===== src/rtl/tdm_rx_pkg.sv =====
package tdm_rx_pkg;
  localparam int WORD_W    = 16;
  localparam int NUM_SLOTS = 16;
  localparam int LEN_W     = $clog2(WORD_W);
  localparam int SLOT_W    = $clog2(NUM_SLOTS);

  typedef logic [WORD_W-1:0]    word_t;
  typedef logic [LEN_W-1:0]     len_t;
  typedef logic [SLOT_W-1:0]    slot_t;
  typedef logic [NUM_SLOTS-1:0] mask_t;

  // Move the low (wlen+1) bits of raw to the top of the word; older bits fall off.
  function automatic word_t left_justify(word_t raw, len_t wlen);
    return raw << (WORD_W - 1 - int'(wlen));
  endfunction

  // Bits of a word that lie below a slot of length wlen+1.
  function automatic word_t unused_bits(len_t wlen);
    return ~left_justify('1, wlen);
  endfunction

  // Index of the highest enabled slot (0 when none is enabled).
  function automatic slot_t last_enabled(mask_t m);
    slot_t r;
    r = '0;
    for (int i = 0; i < NUM_SLOTS; i++)
      if (m[i]) r = slot_t'(i);
    return r;
  endfunction
endpackage


===== src/rtl/tdm_rx_edge.sv =====
module tdm_rx_edge (
  input  logic clk,
  input  logic rst_n,
  input  logic sclk,
  input  logic sample_rise,
  output logic samp_evt
);
  logic sclk_q;

  always_ff @(posedge clk) begin
    if (!rst_n) sclk_q <= 1'b0;
    else        sclk_q <= sclk;
  end

  logic rise_evt, fall_evt;
  assign rise_evt = sclk & ~sclk_q;
  assign fall_evt = ~sclk & sclk_q;
  assign samp_evt = sample_rise ? rise_evt : fall_evt;
endmodule


===== src/rtl/tdm_rx_slot_seq.sv =====
module tdm_rx_slot_seq
  import tdm_rx_pkg::*;
(
  input  logic  clk,
  input  logic  rst_n,
  input  logic  samp_evt,
  input  logic  fsync,
  input  logic  same_edge,
  input  len_t  wlen,
  input  mask_t mask,
  output logic  frame_start,
  output logic  bit_take,
  output logic  slot_end,
  output logic  store_evt,
  output logic  frame_active,
  output slot_t cur_slot
);
  slot_t slot_q;
  len_t  bit_q;
  len_t  cur_bit;
  logic  any_en;
  logic  last_end;

  assign any_en      = |mask;
  assign frame_start = samp_evt & fsync;
  assign cur_slot    = frame_start ? '0 : slot_q;
  assign cur_bit     = frame_start ? '0 : bit_q;
  assign bit_take    = frame_start ? (same_edge & any_en) : (samp_evt & frame_active);
  assign slot_end    = bit_take && (cur_bit == wlen);
  assign store_evt   = slot_end && mask[cur_slot];
  assign last_end    = slot_end && (cur_slot == last_enabled(mask));

  always_ff @(posedge clk) begin
    if (!rst_n) begin
      slot_q       <= '0;
      bit_q        <= '0;
      frame_active <= 1'b0;
    end else begin
      if (frame_start || bit_take) begin
        if (slot_end) begin
          slot_q <= cur_slot + 1'b1;
          bit_q  <= '0;
        end else begin
          slot_q <= cur_slot;
          bit_q  <= bit_take ? cur_bit + 1'b1 : cur_bit;
        end
      end
      frame_active <= (frame_start ? any_en : frame_active) && !last_end;
    end
  end
endmodule


===== src/rtl/tdm_rx_word_asm.sv =====
module tdm_rx_word_asm
  import tdm_rx_pkg::*;
#(
  parameter int BUF_DEPTH = 8,
  parameter int PTR_W     = 3
) (
  input  logic             clk,
  input  logic             rst_n,
  input  logic             bit_take,
  input  logic             store_evt,
  input  logic             sdin,
  input  len_t             wlen,
  input  slot_t            cur_slot,
  output logic             wr_en,
  output word_t            wr_data,
  output slot_t            wr_slot,
  output logic [PTR_W-1:0] wr_ptr
);
  localparam logic [PTR_W-1:0] PTR_LAST = PTR_W'(BUF_DEPTH - 1);

  word_t            shreg;
  word_t            shreg_next;
  logic [PTR_W-1:0] ptr_q;

  assign shreg_next = {shreg[WORD_W-2:0], sdin};

  always_ff @(posedge clk) begin
    if (!rst_n) begin
      shreg   <= '0;
      ptr_q   <= '0;
      wr_en   <= 1'b0;
      wr_data <= '0;
      wr_slot <= '0;
      wr_ptr  <= '0;
    end else begin
      wr_en <= store_evt;
      if (bit_take) shreg <= shreg_next;
      if (store_evt) begin
        wr_data <= left_justify(shreg_next, wlen);
        wr_slot <= cur_slot;
        wr_ptr  <= ptr_q;
        ptr_q   <= (ptr_q == PTR_LAST) ? '0 : ptr_q + 1'b1;
      end
    end
  end
endmodule


===== src/rtl/tdm_rx_deser.sv =====
module tdm_rx_deser
  import tdm_rx_pkg::*;
#(
  parameter int BUF_DEPTH = 8,
  parameter int PTR_W     = (BUF_DEPTH > 1) ? $clog2(BUF_DEPTH) : 1
) (
  input  logic             clk,
  input  logic             rst_n,
  input  logic             cfg_sample_rise,
  input  logic             cfg_same_edge,
  input  logic [3:0]       cfg_word_len,
  input  logic [15:0]      cfg_slot_mask,
  input  logic             sclk,
  input  logic             fsync,
  input  logic             sdin,
  output logic             wr_en,
  output logic [15:0]      wr_data,
  output logic [3:0]       wr_slot,
  output logic [PTR_W-1:0] wr_ptr
);
  logic  samp_evt;
  logic  frame_start;
  logic  bit_take;
  logic  slot_end;
  logic  store_evt;
  logic  frame_active;
  slot_t cur_slot;

  tdm_rx_edge u_edge (
    .clk         (clk),
    .rst_n       (rst_n),
    .sclk        (sclk),
    .sample_rise (cfg_sample_rise),
    .samp_evt    (samp_evt)
  );

  tdm_rx_slot_seq u_seq (
    .clk          (clk),
    .rst_n        (rst_n),
    .samp_evt     (samp_evt),
    .fsync        (fsync),
    .same_edge    (cfg_same_edge),
    .wlen         (cfg_word_len),
    .mask         (cfg_slot_mask),
    .frame_start  (frame_start),
    .bit_take     (bit_take),
    .slot_end     (slot_end),
    .store_evt    (store_evt),
    .frame_active (frame_active),
    .cur_slot     (cur_slot)
  );

  tdm_rx_word_asm #(.BUF_DEPTH(BUF_DEPTH), .PTR_W(PTR_W)) u_asm (
    .clk       (clk),
    .rst_n     (rst_n),
    .bit_take  (bit_take),
    .store_evt (store_evt),
    .sdin      (sdin),
    .wlen      (cfg_word_len),
    .cur_slot  (cur_slot),
    .wr_en     (wr_en),
    .wr_data   (wr_data),
    .wr_slot   (wr_slot),
    .wr_ptr    (wr_ptr)
  );
endmodule


===== config.mk =====
export PLATFORM = sky130hd
export DESIGN_NAME = tdm_rx_deser
export DESIGN_NICKNAME = d
export VERILOG_FILES = /design/src/rtl/tdm_rx_pkg.sv /design/src/rtl/tdm_rx_edge.sv /design/src/rtl/tdm_rx_slot_seq.sv /design/src/rtl/tdm_rx_word_asm.sv /design/src/rtl/tdm_rx_deser.sv
export SDC_FILE = /design/constraint.sdc
export NUM_CORES = 1
export LEC_CHECK = 0
export CORE_ASPECT_RATIO = 0.8
export CORE_MARGIN = 5
export CORE_UTILIZATION = 49
export CTS_CLUSTER_DIAMETER = 40
export DETAILED_ROUTE_END_ITERATION = 10
export GPL_ROUTABILITY_DRIVEN = 0
export HOLD_SLACK_MARGIN = 0.02
export PLACE_DENSITY = 0.79
export SLEW_MARGIN = 20
export SYNTH_ARGS = -nofsm -noshare
export SYNTH_HDL_FRONTEND = slang
export SYNTH_SLANG_ARGS = --single-unit

===== constraint.sdc =====
create_clock -name clk -period 2.3 [get_ports clk]
set_input_delay 0.46 -clock clk [delete_from_list [all_inputs] [get_ports clk]]
set_output_delay 0.46 -clock clk [all_outputs]
set_load 0.005 [all_outputs]

==> summary.md <==
| Metric | Value |
|---|---|
| Status | `finished, final reports clean` |
| Worst setup SP type | `primary input` |
| Worst Path Required | `2.54 ns` |
| Synth Instances | `367` |
| Worst-skew pair later-pin latency | `0.31 ns` |
| Chip height | `82.8 um` |
| First-pass GRT wire length | `14700 um` |
| Max-cap violation count | `0` |
| Final WL | `9230 um` |
| Fin Setup TNS | `0 ns` |
| EDFF count, synth | `0` |
| Final period utilization | `0.981` |
| DRT iter0 DRCs | `262` |
| Seq/Total Area, Yosys | `0.321` |
| Port Buffers | `50` |
| Most common cell after layout, fill and taps aside | `buf_4` |
| Root Buffer | `clkbuf_8` |
| Total CTS buffers | `5` |
| Antenna Nets Post-Route | `0` |
| # hold bufs at CTS | `0` |
| TritonCTS clock tree | `done` |
| Pwr Density | `381 mW/mm2` |
| Hold path depth | `2` |
| CP Max Fanout | `7` |
| Total core area | `0.00641 mm2` |
| Fin. max-slew vios | `0` |
| Initial antenna violation count | `0` |
| Antenna Cells | `0` |
| Detailed Place HPWL | `6570 um` |
| Endpoints failing setup | `0` |
| Reg clk slew, reported paths | `0.10 ns` |
| Reg2reg path depth | `8` |
| Top cells by area, synth | `dfxtp_1, mux2i_1, nand2_1` |
| Syn_nets | `398` |
| Average wire per standard cell | `16.3 um` |
| Residual DRC | `0` |
| Most frequent cells in the layout | `buf_4, mux2i_1, nand2_1, dfxtp_1, nor2_1` |
| Total power | `0.00175 W` |
| Clk_skew | `0.0105 ns` |
| Yosys cell types | `57` |
| # clock sinks | `52` |
| Total GRT Usage | `0.219` |
| Worst Setup End Kind | `flip-flop` |
| Avg Cell Area, Syn | `8.84 um2` |
| Die Wd | `101 um` |
| Worst rel slew slack | `0.683` |
| Via-to-Cell Ratio | `5.76` |
| Slew @ Worst Pin | `0.474 ns` |
| Yosys top cell by area | `dfxtp_1` |
| Layout cells sized above 1 | `0.297` |
| DRT Pass-1 Iters | `4` |
| Peak VDD IR | `0.294 mV` |
| FF+latch count, synth | `52` |
| Synth warnings | `0` |
| Synth Flop Type | `dfxtp_1` |
| Initial Utilization | `0.506` |
| Crit path DAT | `2.49 ns` |
| Total number of vias | `3261` |
| Final core utilization | `0.717` |
| Synth top area share | `0.321` |
| Worst min-delay path category | `in2reg` |
| Site Rows | `26` |
| CTS max path bufs | `2` |
| Largest net degree at the start of global routing | `26` |
| Mapped cell area | `0.00325 mm2` |
| Minimum clock period after layout | `2.26 ns` |
| Final Hold Viols | `0` |
| Post-synth ARST share | `0` |
| Vias in the first global route | `3094` |
| Non-filler cells, final | `566` |
| Fmax achieved | `443 MHz` |
| Kind of critical path | `in2reg` |
| Die area | `0.00836 mm2` |
| Htree depth | `2` |
| Area grow syn2layout | `41.5%` |
| Cell count after placement | `547` |
| Grt ovf | `0` |
| Boundary Pins | `51` |
| Final net count | `512` |
| Leak Pwr | `1.97 nW` |
[sequential cells by signal, indices dropped and copies added (netlist names)]
name	count
u_asm.wr_data	16
u_asm.shreg	15
u_asm.wr_slot	4
u_seq.bit_q	4
u_seq.slot_q	4
u_asm.ptr_q	3
u_asm.wr_ptr	3
u_asm.wr_en	1
u_edge.sclk_q	1
u_seq.frame_active	1
[cell families after synthesis]
group                    count (synthesis)  share of synthesized area
AO/OA/AOI/OAI                           53                      0.116
AND/OR/NAND/NOR                        143                      0.221
flip-flops                              52                      0.321
adder cells (fa/ha/maj)                  4                     0.0154
XOR/XNOR                                 3                    0.00810
buffers and inverters                   34                     0.0439
multiplexers                            78                      0.274
[metrics by stage]
step | setup WS, ns | area (um2) | hold slack, ns
2_1_floorplan | -0.136 | 3260 | 0.454
3_3_place_gp | -0.559 | 4320 | 0.443
3_5_place_dp | -0.648 | 4320 | 0.455
4_1_cts | 0.000757 | 4500 | 0.470
5_1_grt | -0.0446 | 4590 | 0.477
6_report | 0.0442 | 4590 | 0.456
[final timing paths]
kind                           startpoint                           end  slack [ns]
max                       cfg_word_len[3]   u_asm.ptr_q[0]$_SDFFE_PN0P_        0.04
min                                  sclk      u_edge.sclk_q$_SDFF_PN0_        0.46
max reg2reg      u_edge.sclk_q$_SDFF_PN0_   u_asm.ptr_q[0]$_SDFFE_PN0P_        0.06
min reg2reg  u_asm.wr_ptr[2]$_SDFFE_PN0P_  u_asm.wr_ptr[2]$_SDFFE_PN0P_        0.47
[layout make-up]
type,instances,area (um2)
Clock buffer,5,68.8
Clock inverter,3,26.3
Fill cell,476,1820
Inverter,9,33.8
Multi-Input combinational cell,281,2180
Sequential cell,52,1040
Tap cell,84,105
Timing Repair Buffer,132,1130
[synth_stat cells (all sizes together), types with 5 or more instances]
cell type   n
nor2       35
inv         8
and3        5
mux4        8
clkbuf     16
o211ai      6
or4         6
nand2      53
o21ai      10
buf         9
nand3      15
dfxtp      52
mux2        8
mux2i      62
a21oi       9
[timing repair]
item,CTS,global route
setup buffers,7,2
cloned,0,2
pin swaps,12,9
endpoints found under the setup margin,35,29
resized for setup,62,27
[where the power goes]
group | internal (W) | switching, W
combinational | 0.000149 | 0.000141
sequential | 0.000903 | 0.00000469
clock | 0.000224 | 0.000327
[worst max-delay path, stage by stage]
cell	delay (ns)
clkdlybuf4s50_1	0.52
nor4bb_1	0.31
a31oi_1	0.10
o32ai_2	0.17
and3_4	0.24
buf_6	0.11
o311ai_4	0.16
buf_6	0.20
mux2i_2	0.21
[layer usage]
metal  part of all wire  vias to the layer above  global-route usage
met3              0.069                       16              0.0459
met2               0.49                      127               0.376
met4              0.016                        0              0.0770
met1               0.43                     1542               0.275
met5                  0                        -                   0
li1                   -                     1576                   -
Note: power is estimated with default switching activity, not from simulation.
